File: src/rtl/i2c_sclk_pkg.sv
// Package: multiplier code type and helper shared by the timer modules.
// Assumes: code 11 is reserved and is run as x1.
package i2c_sclk_pkg;

    typedef enum logic [1:0] {
        MUL_X1  = 2'b00,
        MUL_X2  = 2'b01,
        MUL_X4  = 2'b10,
        MUL_RSV = 2'b11
    } mul_code_e;

    // Left shift that applies the multiplier for a code.
    function automatic logic [1:0] mul_shift(input mul_code_e code);
        case (code)
            MUL_X2:  mul_shift = 2'd1;
            MUL_X4:  mul_shift = 2'd2;
            default: mul_shift = 2'd0;
        endcase
    endfunction

endpackage

File: src/rtl/i2c_rate_decode.sv
// Module: i2c_rate_decode
// Turns a rate word into the cycle counts of one serial clock period:
// the last count, the count where the high phase begins, and the count
// where the data strobe fires. The divider and hold tables are computed
// from the index, so no table is stored.
// Assumes: DIV_BASE, DIV_STEP are even, so the period is even, and hold
// counts stay below half the divider for every index.
module i2c_rate_decode
    import i2c_sclk_pkg::*;
#(
    parameter int DIV_BASE  = 18,
    parameter int DIV_STEP  = 2,
    parameter int HOLD_BASE = 4,
    parameter int CNT_W     = 10
) (
    input  logic [7:0]       rate_word,
    output logic [CNT_W-1:0] last_cnt,
    output logic [CNT_W-1:0] high_cnt,
    output logic [CNT_W-1:0] hold_cnt,
    output logic             reserved
);

    logic [5:0]       idx;
    logic [1:0]       sh;
    logic [CNT_W-1:0] div_base;
    logic [CNT_W-1:0] hold_base;
    logic [CNT_W-1:0] period;

    // Split the word into fields and build the scaled counts.
    always_comb begin
        idx       = rate_word[5:0];
        sh        = mul_shift(mul_code_e'(rate_word[7:6]));
        div_base  = CNT_W'(DIV_BASE) + CNT_W'(DIV_STEP) * CNT_W'(idx);
        hold_base = CNT_W'(HOLD_BASE) + CNT_W'(idx >> 1);
        period    = div_base << sh;
        last_cnt  = period - CNT_W'(1);
        high_cnt  = period >> 1;
        hold_cnt  = hold_base << sh;
        reserved  = (rate_word[7:6] == MUL_RSV);
    end

endmodule

File: src/rtl/i2c_phase_counter.sv
// Module: i2c_phase_counter
// Counts cycles within a serial clock period and decodes the clock level,
// data strobe and period tick. New counts are taken when idle, on the
// first enabled cycle and at each period boundary.
// Assumes: hold_cnt lies strictly between 0 and high_cnt.
module i2c_phase_counter #(
    parameter int CNT_W = 10
) (
    input  logic             clk,
    input  logic             rst_n,
    input  logic             enable,
    input  logic [CNT_W-1:0] last_cnt_n,
    input  logic [CNT_W-1:0] high_cnt_n,
    input  logic [CNT_W-1:0] hold_cnt_n,
    output logic             cfg_load,
    output logic             scl_out,
    output logic             sda_strobe,
    output logic             bit_tick
);

    logic             run;
    logic [CNT_W-1:0] cnt;
    logic [CNT_W-1:0] last_q;
    logic [CNT_W-1:0] high_q;
    logic [CNT_W-1:0] hold_q;
    logic             at_end;

    // Find the last cycle of a period and the moments that take new counts.
    always_comb begin
        at_end   = run && (cnt == last_q);
        cfg_load = rst_n && (!enable || !run || at_end);
    end

    // Advance the phase counter and latch the active counts.
    always_ff @(posedge clk) begin
        if (!rst_n) begin
            run    <= 1'b0;
            cnt    <= '0;
            last_q <= '0;
            high_q <= '0;
            hold_q <= '0;
        end else begin
            run <= enable;
            if (cfg_load) begin
                cnt    <= '0;
                last_q <= last_cnt_n;
                high_q <= high_cnt_n;
                hold_q <= hold_cnt_n;
            end else begin
                cnt <= cnt + CNT_W'(1);
            end
        end
    end

    // Decode the output levels and pulses from the count.
    always_comb begin
        scl_out    = !run || (cnt >= high_q);
        sda_strobe = run && (cnt == hold_q);
        bit_tick   = at_end;
    end

endmodule

File: src/rtl/i2c_sclk_timer.sv
// Module: i2c_sclk_timer (top)
// Serial clock and data-hold timer for an I2C master. It decodes the rate
// word, runs the phase counter and keeps the sticky reserved-code flag.
// Assumes: synchronous active-low reset; rate_word may change at any time.
module i2c_sclk_timer #(
    parameter int DIV_BASE  = 18,
    parameter int DIV_STEP  = 2,
    parameter int HOLD_BASE = 4
) (
    input  logic       clk,
    input  logic       rst_n,
    input  logic       enable,
    input  logic [7:0] rate_word,
    output logic       scl_out,
    output logic       sda_strobe,
    output logic       bit_tick,
    output logic       cfg_err
);

    localparam int MAX_DIV    = DIV_BASE + DIV_STEP * 63;
    localparam int MAX_PERIOD = 4 * MAX_DIV;
    localparam int CNT_W      = $clog2(MAX_PERIOD + 1);

    logic [CNT_W-1:0] last_cnt;
    logic [CNT_W-1:0] high_cnt;
    logic [CNT_W-1:0] hold_cnt;
    logic             reserved;
    logic             cfg_load;

    i2c_rate_decode #(
        .DIV_BASE (DIV_BASE),
        .DIV_STEP (DIV_STEP),
        .HOLD_BASE(HOLD_BASE),
        .CNT_W    (CNT_W)
    ) u_decode (
        .rate_word(rate_word),
        .last_cnt (last_cnt),
        .high_cnt (high_cnt),
        .hold_cnt (hold_cnt),
        .reserved (reserved)
    );

    i2c_phase_counter #(
        .CNT_W(CNT_W)
    ) u_phase (
        .clk       (clk),
        .rst_n     (rst_n),
        .enable    (enable),
        .last_cnt_n(last_cnt),
        .high_cnt_n(high_cnt),
        .hold_cnt_n(hold_cnt),
        .cfg_load  (cfg_load),
        .scl_out   (scl_out),
        .sda_strobe(sda_strobe),
        .bit_tick  (bit_tick)
    );

    // Set the error flag when a reserved code is taken; only reset clears it.
    always_ff @(posedge clk) begin
        if (!rst_n) begin
            cfg_err <= 1'b0;
        end else if (cfg_load && reserved) begin
            cfg_err <= 1'b1;
        end
    end

endmodule

File: config.mk
export PLATFORM = sky130hd
export DESIGN_NAME = i2c_sclk_timer
export DESIGN_NICKNAME = d
export VERILOG_FILES = /design/src/rtl/i2c_sclk_pkg.sv /design/src/rtl/i2c_rate_decode.sv /design/src/rtl/i2c_phase_counter.sv /design/src/rtl/i2c_sclk_timer.sv
export SDC_FILE = /design/constraint.sdc
export NUM_CORES = 1
export LEC_CHECK = 0
export BUFFER_PORTS_ARGS = -buffer_cell sky130_fd_sc_hd__buf_2
export CORE_MARGIN = 4
export CORE_UTILIZATION = 50
export DETAILED_ROUTE_END_ITERATION = 10
export PLACE_DENSITY = 0.66
export SLEW_MARGIN = 20
export SYNTH_ARGS = -nofsm -noshare
export SYNTH_HDL_FRONTEND = slang
export SYNTH_SLANG_ARGS = --single-unit
File: constraint.sdc
create_clock -name clk -period 2.53 [get_ports clk]
set_input_delay 0.1265 -clock clk [delete_from_list [all_inputs] [get_ports clk]]
set_output_delay 0.1265 -clock clk [all_outputs]
set_load 0.01 [all_outputs]
==> Yosys cells after proc, flatten, opt, wreduce, memory -nomap -nowiden <==
Index checks and enable logic that the tools add are counted.
{ "totals": {"reg_bits": 41, "inputBits": 11, "out_inout_bits": 4, "wordCells": 30} }
{ "op_classes": {"n_addsub": 4, "n_lt_le_gt_ge": 1, "eq_ne": 5, "n_shift": 2, "mux": 1, "bitwise": 1, "n_reduce_logical": 10} }
{ "ops": {"columns": ["operator", "n"], "rows": [
  ["10-bit == test", 2],
  ["10-bit by 2-bit left shift with 10-bit output", 2],
  ["10-bit by 1-bit adder with 10-bit output, second input constant", 1],
  ["10-bit by 9-bit >= comparator with 1-bit output", 1],
  ["10-bit by 1-bit subtractor with 10-bit output, second input constant", 1],
  ["5-bit by 7-bit adder with 8-bit output, first input constant", 1],
  ["3-bit by 5-bit adder with 6-bit output, first input constant", 1],
  ["2-bit == test, second input constant", 2],
  ["1-bit logical AND", 4],
  ["2-bit one-hot mux with 2 select lines", 1],
  ["1-bit logical OR", 3],
  ["2-bit by 1-bit == test with 1-bit output, second input constant", 1],
  ["1-bit logical NOT", 2],
  ["2-bit OR reduction", 1],
  ["1-bit inverter", 1]
]} }

==> Longest topological paths before layout <==
Gate-level depths: netlist of the first run.
{ "depth": {"word_depth": 5, "depth_mapped": 10, "mapped_depth_nobuf": 9} }

==> By module <==
From an unflattened synthesis of the first run, not the netlist that was laid out.
{ "unflattened": {"cells_unflattened": 368, "area_unflattened_um2": 2962.8} }
{ "by_module_without_submodules": {"columns": ["mod", "n_inst", "cells_per_inst", "area_each_um2", "seq_area_each_um2"], "rows": [
  ["i2c_phase_counter", 1, 253, 2132.0, 820.8],
  ["i2c_rate_decode", 1, 112, 799.5, 0.0],
  ["i2c_sclk_timer", 1, 3, 31.3, 20.0]
]} }

==> Least setup slack after synthesis of the first run <==
Ideal clock, no wire load.
{ "synth_timing": {"path_type": "input to register", "startpoint": "input rate_word[3]", "endpoint": "register u_phase.last_q[8]", "setup_ns": 0.122, "arrival_ns": 1.950, "required_ns": 2.408, "slack_ns": 0.459, "cell_stages": 10, "path_buffers": 1, "cell_sequence": "buf_2 inv_1 ha_1 and4_4 or3_1 and2_4 a221oi_4 nor4b_4 xor2_1 a21oi_1"} }
{ "synth_via": {"elab_chain_len": 3} }
{ "synth_lines": {"columns": ["element", "line", "text"], "rows": [
  ["start: declaration", "i2c_sclk_timer.sv:13", "input logic [7:0] rate_word,"],
  ["5-bit by 7-bit adder with 8-bit output", "i2c_rate_decode.sv:33", "div_base = CNT_W'(DIV_BASE) + CNT_W'(DIV_STEP) * CNT_W'(idx);"],
  ["10-bit by 2-bit left shift with 10-bit output", "i2c_rate_decode.sv:35", "period = div_base << sh;"],
  ["10-bit by 1-bit subtractor with 10-bit output", "i2c_rate_decode.sv:36", "last_cnt = period - CNT_W'(1);"],
  ["end signal: assignment", "i2c_phase_counter.sv:46", "last_q <= last_cnt_n;"],
  ["end: declaration", "i2c_phase_counter.sv:23", "logic [CNT_W-1:0] last_q;"]
]} }
No other way between the ends.
A chain may end at the register's enable or synchronous reset.

==> Worst setup path in the final report of the first run <==
{ "layout_timing": {"startpoint": "register u_phase.cnt[0]", "endpoint": "output scl_out"} }
{ "layout_via": {"elab_chain_len": 2} }
{ "layout_lines": {"columns": ["element", "line", "text"], "rows": [
  ["start: declaration", "i2c_phase_counter.sv:22", "logic [CNT_W-1:0] cnt;"],
  ["start signal: assignment", "i2c_phase_counter.sv:50", "cnt <= cnt + CNT_W'(1);"],
  ["10-bit by 9-bit >= comparator with 1-bit output", "i2c_phase_counter.sv:57", "scl_out = !run || (cnt >= high_q);"],
  ["1-bit logical OR", "i2c_phase_counter.sv:57", null],
  ["end: declaration", "i2c_sclk_timer.sv:14", "output logic scl_out,"]
]} }
No other way between the ends.

==> results.sh, run 1 <==
export IMPL_ios=15
export IMPL_required_ns=2.40
export IMPL_vias_per_cell=5.371
export IMPL_worstSetupPathType="flop to output port"
export IMPL_std_cell_rows=25
export IMPL_multi_input_area_mm2=0.001531
export IMPL_grt_max_degree=36
export IMPL_p_leak_nw=1.089
export IMPL_nNetsFinal=345
export IMPL_hold_class="input pin to flop"
export IMPL_yosys_register_bits=40
export IMPL_tritoncts="built"
export IMPL_place_hpwl_mm=4.587
export IMPL_yosysTopAreaCell="dfxtp_1"
export IMPL_fp_dieH_um=78.46
export IMPL_area_growth_pct=11.04
export IMPL_n_fill_cell=484
export IMPL_critPathArrivalTime_ns=2.20
export IMPL_hold_depth=2
export IMPL_avgRoutedWirePerCell_um=14.97
export IMPL_ff_latch_area_um2=800.8
export IMPL_cap_violations=0
export IMPL_critical_path_peak_fanout=3
export IMPL_dieArea_mm2=0.006156
export IMPL_synth_cell_types=51
export IMPL_synthFlopType="dfxtp_1"
export IMPL_overflow=0
export IMPL_final_hold_viol_count=0
export IMPL_tns_ns=0
export IMPL_numPortBuffers=14
export IMPL_cts_made_buffers=5
export IMPL_synth_edf_count=0
export IMPL_cts_root_buffer="clkbuf_8"
export IMPL_totalWireLength_mm=5.807
export IMPL_first_iter_violations=92
export IMPL_finalMaxSlewViolations=0
export IMPL_cts_buffer_depth=2
export IMPL_antenna_found_initial=0
export IMPL_totalPowerFinal_mw=1.425
export IMPL_vias=2084
export IMPL_period_needed_ns=2.331
export IMPL_gp_congestion=0.9179
export IMPL_layout_drive_gt1_share_pct=15.58
export IMPL_setup_viol=0
export IMPL_grt_use_total_pct=20.79
export IMPL_ys_warn_count=0
export IMPL_fin_cells=388
export IMPL_h_tree_depth=2
export IMPL_critPathLaunchType="flop"
export IMPL_slew_headroom_pct=45.09
export IMPL_cts_setup_buffers=0
export IMPL_ant_nets=0
export IMPL_num_antenna_cells=0
export IMPL_cts_resized_gates=0
export IMPL_synth_cells=304
export IMPL_initial_utilization_pct=52.21
export IMPL_synth_top_area_share_pct=32.26
export IMPL_die_w_um=78.46
export IMPL_fin_crit_sh_pct=92.14
export IMPL_endpoint_kind="output port"
export IMPL_clock_sinks=40
export IMPL_syn_area_per_cell_um2=8.166
export IMPL_clk_pin_slew_worst_paths_ns=0.07
export IMPL_cts_hold_buf=0
export IMPL_ys_seq_area_share_pct=32.26
export IMPL_status="completed"
export IMPL_worst_pin_slew_ns=0.8206
export IMPL_grt_pass1_wl_mm=10.13
export IMPL_syn_num_nets=329
export IMPL_max_freq_mhz=429.0
export IMPL_rsz0062_at_grt="false"
export IMPL_p_per_area_mw_per_mm2=517.2
export IMPL_syn_area_mm2=0.002482
export IMPL_dp_cells=380
export IMPL_firstDrtPassIters=4
export IMPL_post_route_drc_count=0
export IMPL_skew_ns=0.002566
export IMPL_fp_coreArea_mm2=0.004755
export IMPL_reg2regPathDepth=7
export IMPL_peakVddDrop_v=0.0001964
export IMPL_clk_latency_ns=0.29
export IMPL_synth_area_top_cells="dfxtp_1 (32%), xnor2_1 (9.5%), ha_1 (7.1%)"
export IMPL_grt_pass1_vias=2034
export IMPL_async_flop_share_pct=0
## sequential cells by signal, indices dropped and copies added, names as in the netlist
name / flops
u_phase.cnt: 10
u_phase.run: 1
u_phase.hold_q: 9
u_phase.high_q: 9
cfg_err: 1
u_phase.last_q: 10
## per-stage QoR
| step | util [%] | area [um^2] | setup slack, ns | hold slack (ns) |
|---|---|---|---|---|
| 4_1_cts | 57.97 | 2756 | 0.1618 | 0.04337 |
| 2_1_floorplan | - | 2482 | 0.4587 | 0.2482 |
| 5_1_grt | 57.97 | 2756 | 0.02779 | 0.04802 |
| 3_3_place_gp | 56.03 | 2664 | 0.3371 | 0.3413 |
| 3_5_place_dp | 56.03 | 2664 | 0.2839 | 0.3492 |
| 6_report | 57.97 | 2756 | 0.1989 | 0.05103 |
## power by group
group / leakage [nW] / internal [mW] / total [mW] / switching, mW
registers: 0.329 / 0.668 / 0.695 / 0.0265
clock network: 0.0510 / 0.218 / 0.434 / 0.216
logic: 0.709 / 0.127 / 0.297 / 0.170
## final cells by class
cell class | count | area share (%)
multi-input cells | 230 | 55.56
inverters | 14 | 1.906
flip-flops and latches | 40 | 29.05
repair buffers | 29 | 7.081
well taps | 67 | 3.041
clock inverters | 2 | 0.3631
clock buffers | 6 | 2.996
## placed cells by master, fill, tap and decap left out, types with 3 or more instances in the layout
cell and instances:
a211oi_1 8, a21o_1 3, a21oi_1 19, and3_1 4
buf_2 14, buf_4 14, clkbuf_8 6, dfxtp_1 40
ha_1 14, inv_1 14, nand2_1 21, nand2b_1 3
nand3_1 9, nand4_1 6, nor2_1 42, nor2b_1 3
nor3_1 10, o211ai_1 5, o21ai_0 11, o22ai_1 3
or3_1 5, xnor2_1 27, xor2_1 7
## worst max-delay path, stage by stage (launching register included)
cell,delay [ns]
dfxtp_1,0.43
inv_1,0.07
ha_1,0.26
nand2b_1,0.14
a21o_1,0.17
a21oi_1,0.18
nor2b_1,0.06
o21ai_0,0.27
a21o_1,0.16
a21oi_1,0.05
buf_2,0.14
## worst paths after layout
path | from | end | slack [ns]
max | u_phase.cnt[0]$_SDFF_PP0_ | scl_out | 0.20
max reg2reg | u_phase.cnt[8]$_SDFF_PP0_ | u_phase.cnt[6]$_SDFF_PP0_ | 0.47
min reg2reg | cfg_err$_SDFFE_PN0P_ | cfg_err$_SDFFE_PN0P_ | 0.46
min | enable | u_phase.run$_SDFF_PN0_ | 0.05
## cells in the mapped netlist (2+ instances only)
cell and n:
clkbuf_1 10, o211ai_1 5, a21o_1 3, nand4_1 6, a21oi_1 19, ha_1 14, dfxtp_1 40, or2_2 2
o21ai_0 11, xnor2_1 27, o21ai_1 2, and3_1 4, inv_1 14, buf_2 6, nor2b_1 3, nand2b_1 3
xor2_1 7, nand3_1 9, o22ai_1 3, nor2_1 42, a211oi_1 8, nand2_1 21, or3_1 5, nor3_1 10
or2_1 2, and2_1 2, buf_4 2
## logic make-up after synthesis
| family | after synthesis | synth area share (%) |
|---|---|---|
| muxes | 1 | 0.4032 |
| adders and majority gates | 14 | 7.057 |
| DFF | 40 | 32.26 |
| and+or+nand+nor | 115 | 22.98 |
| AOI/OAI and AO/OA | 66 | 19.25 |
| buffers and inverters | 34 | 6.048 |
| xor gates and xnor gates | 34 | 12.00 |
## layer usage
| metal | track usage [%] | wire [um] |
|---|---|---|
| met5 | 0 | 0 |
| met4 | 6.818 | 63 |
| met3 | 4.243 | 215 |
| met2 | 34.76 | 2802 |
| met1 | 26.69 | 2725 |
No activity file was read; power rests on OpenSTA's default activity.
==> inputs of run 2 (changes only) <==
--- a/config.mk
+++ b/config.mk
@@ -9,6 +9,7 @@
 export CORE_MARGIN = 4
 export CORE_UTILIZATION = 50
 export DETAILED_ROUTE_END_ITERATION = 10
+export MAX_ROUTING_LAYER = met4
 export PLACE_DENSITY = 0.66
 export SLEW_MARGIN = 20
 export SYNTH_ARGS = -nofsm -noshare
==> run 2 against run 1 <==
Compared with the run above:
- maximum frequency is 0.47% higher
- setup slack better by 0.011 ns
- wire length increased by 0.48%
- sequential share of layout area about the same
- final cell count increased by 0.26%
- critical path depth unchanged
- largest cell class unchanged
- highest routed layer unchanged
==> results.sh, run 2 (synthesized netlist as in run 1, its figures left out) <==
export IMPL_num_antenna_cells=0
export IMPL_critPathArrivalTime_ns=2.19
export IMPL_numPortBuffers=14
export IMPL_die_w_um=78.46
export IMPL_ff_latch_area_um2=800.8
export IMPL_fin_area_mm2=0.002760
export IMPL_status="completed"
export IMPL_grt_use_total_pct=21.18
export IMPL_grt_pass1_vias=2079
export IMPL_worst_path_largest_cell_delay_ns=0.41
export IMPL_place_ws_ns=0.3253
export IMPL_slew_headroom_pct=38.23
export IMPL_final_common_cell="nor2_1"
export IMPL_initial_utilization_pct=52.21
export IMPL_nNetsFinal=346
export IMPL_postPlaceCellArea_mm2=0.002671
export IMPL_gp_congestion=0.9370
export IMPL_max_freq_mhz=431.0
export IMPL_setup_viol=0
export IMPL_critical_path_peak_fanout=3
export IMPL_n_fill_cell=464
export IMPL_rsz0062_at_grt="false"
export IMPL_std_cell_rows=25
export IMPL_dieArea_mm2=0.006156
export IMPL_vias=2072
export IMPL_final_util_pct=58.05
export IMPL_fin_cells=389
export IMPL_firstDrtPassIters=4
export IMPL_fin_ws_ns=0.2099
export IMPL_ios=15
export IMPL_multi_input_area_mm2=0.001531
export IMPL_fin_crit_sh_pct=91.70
export IMPL_worstPathCellList="inv_1 -> ha_1 -> nand2b_1 -> a21o_1 -> a21oi_1 -> nor2b_1 -> o21ai_0 -> a21o_1 -> a21oi_1 -> buf_2"
export IMPL_post_route_drc_count=0
export IMPL_worstSetupPathType="flop to output port"
export IMPL_grt_pass1_wl_mm=10.07
export IMPL_grt_max_degree=36
export IMPL_tritoncts="built"
export IMPL_skew_ns=0.01375
export IMPL_cts_setup_buffers=0
export IMPL_avgRoutedWirePerCell_um=15.00
export IMPL_crit_buf_inv=2
export IMPL_vias_per_cell=5.326
export IMPL_ant_nets=0
export IMPL_first_iter_violations=64
export IMPL_layout_drive_gt1_share_pct=15.53
export IMPL_cts_hold_buf=0
export IMPL_p_leak_nw=1.084
export IMPL_largestRegisters="u_phase.cnt x10, u_phase.last_q x10"
export IMPL_endpoint_kind="output port"
export IMPL_required_ns=2.40
export IMPL_hold_class="input pin to flop"
export IMPL_whs_ns=0.05465
export IMPL_cts_root_buffer="clkbuf_8"
export IMPL_path_delay_family="compound AO/OA/AOI/OAI gates"
export IMPL_clk_latency_ns=0.30
export IMPL_worst_pin_slew_ns=0.9231
export IMPL_tns_ns=0
export IMPL_cts_buffer_depth=2
export IMPL_fp_dieH_um=78.46
export IMPL_finalMaxSlewViolations=0
export IMPL_cts_resized_gates=0
export IMPL_final_cell_mix="nor2_1 (42), dfxtp_1 (40), xnor2_1 (27), nand2_1 (21), a21oi_1 (19)"
export IMPL_area_growth_pct=11.19
export IMPL_overflow=0
export IMPL_p_per_area_mw_per_mm2=513.1
export IMPL_cts_made_buffers=5
export IMPL_totalWireLength_mm=5.835
export IMPL_dp_cells=381
export IMPL_fp_coreArea_mm2=0.004755
export IMPL_cap_violations=0
export IMPL_crit_slowest_cell="dfxtp_1"
export IMPL_period_needed_ns=2.320
export IMPL_critPathLaunchType="flop"
export IMPL_place_hpwl_mm=4.535
export IMPL_final_hold_viol_count=0
export IMPL_peakVddDrop_v=0.0002400
export IMPL_h_tree_depth=2
export IMPL_antenna_found_initial=0
export IMPL_clk_pin_slew_worst_paths_ns=0.08
export IMPL_totalPowerFinal_mw=1.416
export IMPL_clock_sinks=40
run 2: layer usage:
metal  vias up  global-route usage, %  wire, um
met4         0                  9.266       172
li1       1085                      -         -
met2        39                  34.50      2694
met3        14                  3.670       201
met1       934                  25.77      2768
met5         -                      -         0
run 2: path summary, 6_finish.rpt:
path                                  startpoint                             end  slack, ns  cells after the start
setup reg to reg       u_phase.cnt[8]$_SDFF_PP0_       u_phase.cnt[7]$_SDFF_PP0_       0.34                      7
hold reg to reg   u_phase.hold_q[7]$_SDFFE_PN0P_  u_phase.hold_q[7]$_SDFFE_PN0P_       0.47                      2
hold / removal                            enable          u_phase.run$_SDFF_PN0_       0.05                      2
setup / recovery       u_phase.cnt[0]$_SDFF_PP0_                         scl_out       0.21                     10
run 2: where the power goes:
part / internal, mW / switching, mW / leakage (nW)
clock network: 0.196 / 0.227 / 0.0414
logic: 0.128 / 0.170 / 0.714
registers: 0.668 / 0.0265 / 0.329
total: 0.992 / 0.424 / 1.08
run 2: layout make-up:
| class | instances | area share (%) |
|---|---|---|
| multi-input combinational | 230 | 55.49 |
| clock inverter | 2 | 0.5893 |
| sequential | 40 | 29.01 |
| inverter | 14 | 1.904 |
| tap | 67 | 3.037 |
| timing repair buffer | 30 | 7.344 |
| clock buffer | 6 | 2.629 |
==> inputs of run 3 (changes only) <==
==> constraint.sdc (replaced) <==
create_clock -name clk -period 2.2 [get_ports clk]
set_input_delay 0.11 -clock clk [delete_from_list [all_inputs] [get_ports clk]]
set_output_delay 0.11 -clock clk [all_outputs]
set_load 0.01 [all_outputs]
==> run 3 against run 2 <==
Compared with the run above:
- sequential cell count is the same
- non-clock buffer count grew 10
- final cell count grew 2.3%
- combinational power grew 21%
- clock power grew 64%
- cell area grew 4.4%
- worst hold slack lost 0.023 ns
- setup slack lost 0.099 ns
- wire length grew 0.60%
- critical endpoint unchanged
- highest routed layer unchanged
==> results.sh, run 3 (synthesized netlist as in run 1, its figures left out) <==
export IMPL_worstPathCellList="inv_1 -> ha_1 -> nand2b_1 -> a21o_1 -> a21oi_2 -> nor2b_1 -> o21ai_1 -> a21o_1 -> a21oi_1 -> buf_2"
export IMPL_dieArea_mm2=0.006156
export IMPL_worstSetupPathType="flop to output port"
export IMPL_nNetsFinal=356
export IMPL_crit_path_frequent_cell="a21o_1"
export IMPL_dp_cells=390
export IMPL_grt_use_total_pct=21.10
export IMPL_hold_class="input pin to flop"
export IMPL_period_needed_ns=2.089
export IMPL_worst_path_largest_cell_delay_ns=0.38
export IMPL_crit_slowest_cell="dfxtp_4"
export IMPL_path_delay_family="compound AO/OA/AOI/OAI gates"
export IMPL_p_leak_nw=1.158
export IMPL_tritoncts="built"
export IMPL_status="completed"
export IMPL_h_tree_depth=2
export IMPL_finalMaxSlewViolations=0
export IMPL_fin_crit_sh_pct=94.95
export IMPL_worst_pin_slew_ns=0.7653
export IMPL_required_ns=2.09
export IMPL_grt_max_degree=36
export IMPL_final_common_cell="nor2_1"
export IMPL_fp_coreArea_mm2=0.004755
export IMPL_clk_pin_slew_worst_paths_ns=0.08
export IMPL_totalWireLength_mm=5.870
export IMPL_avgRoutedWirePerCell_um=14.75
export IMPL_critPathLaunchType="flop"
export IMPL_cts_buffer_depth=2
export IMPL_skew_ns=0.004158
export IMPL_clk_latency_ns=0.29
export IMPL_grt_pass1_vias=2055
export IMPL_largestRegisters="u_phase.cnt x10, u_phase.last_q x10"
export IMPL_endpoint_kind="output port"
export IMPL_first_iter_violations=58
export IMPL_peakVddDrop_v=0.0003246
export IMPL_whs_ns=0.03151
export IMPL_fp_dieH_um=78.46
export IMPL_layout_drive_gt1_share_pct=18.73
export IMPL_grt_pass1_wl_mm=9.998
export IMPL_post_route_drc_count=0
export IMPL_place_hpwl_mm=4.589
export IMPL_final_hold_viol_count=0
export IMPL_critical_path_peak_fanout=6
export IMPL_cts_hold_buf=0
export IMPL_vias_per_cell=5.342
export IMPL_initial_utilization_pct=52.21
export IMPL_antenna_found_initial=0
export IMPL_num_antenna_cells=0
export IMPL_std_cell_rows=25
export IMPL_crit_buf_inv=2
export IMPL_setup_viol=0
export IMPL_rsz0062_at_grt="true"
export IMPL_fin_cells=398
export IMPL_ant_nets=0
export IMPL_critPathArrivalTime_ns=1.98
export IMPL_overflow=0
export IMPL_slew_headroom_pct=48.79
export IMPL_max_freq_mhz=478.7
export IMPL_area_growth_pct=16.13
export IMPL_p_per_area_mw_per_mm2=642.8
export IMPL_cap_violations=0
export IMPL_cts_made_buffers=5
export IMPL_die_w_um=78.46
export IMPL_vias=2126
export IMPL_gp_congestion=0.9490
export IMPL_cts_root_buffer="clkbuf_8"
export IMPL_ios=15
export IMPL_clock_sinks=40
export IMPL_numPortBuffers=14
export IMPL_firstDrtPassIters=5
export IMPL_n_fill_cell=436
export IMPL_final_cell_mix="nor2_1 (42), dfxtp_1 (39), xnor2_1 (27), buf_4 (25), nand2_1 (21)"
## run 3: what timing repair did
action	in CTS	in global routing
resized for setup	3	1
gates cloned	0	0
buffers inserted	0	1
setup endpoints to repair	1	1
## run 3: worst paths after layout
path	startpoint	endpoint	slack, ns	cells past startpoint
worst max-delay path	u_phase.cnt[0]$_SDFF_PP0_	scl_out	0.11	10
worst min-delay path	enable	u_phase.run$_SDFF_PN0_	0.03	2
worst max register to register	u_phase.last_q[8]$_SDFFE_PN0P_	u_phase.cnt[8]$_SDFF_PP0_	0.28	7
worst min register to register	u_phase.high_q[5]$_SDFFE_PN0P_	u_phase.high_q[5]$_SDFFE_PN0P_	0.47	2
## run 3: cell type report
class	instances	area [um^2]	area share, %
Multi-Input combinational cell	230	1535	53.26
Clock inverter	2	60.06	2.083
Clock buffer	5	68.82	2.387
Timing Repair Buffer	40	277.8	9.635
Inverter	14	52.55	1.823
Tap cell	67	83.83	2.908
Sequential cell	40	804.5	27.91
## run 3: metrics by stage
step	setup WS (ns)	total power, mW	cell area [um^2]	TNS [ns]	utilization [%]
after floorplan	0.1452	1.063	2482	0	-
after global placement	0.06715	1.168	2739	0	57.61
after detailed placement	0.05922	1.173	2739	0	57.61
after CTS	0.04867	1.863	2872	0	60.39
after global routing	-0.04623	1.939	2883	-0.04623	60.63
final	0.1110	1.853	2883	0	60.63
## run 3: power breakdown
| part | switching [mW] | internal (mW) | leakage (nW) | total, mW |
|---|---|---|---|---|
| clock | 0.246 | 0.446 | 0.0642 | 0.692 |
| combinational | 0.198 | 0.162 | 0.764 | 0.360 |
| sequential | 0.0330 | 0.768 | 0.330 | 0.801 |
| total | 0.477 | 1.38 | 1.16 | 1.85 |
## run 3: layer usage
layer	vias to the layer above	GRT usage [%]	part of all wire [%]
met3	12	2.982	2.8
met1	974	26.25	48
met4	0	8.217	2.3
li1	1106	-	-
met2	34	34.67	47
met5	-	-	0
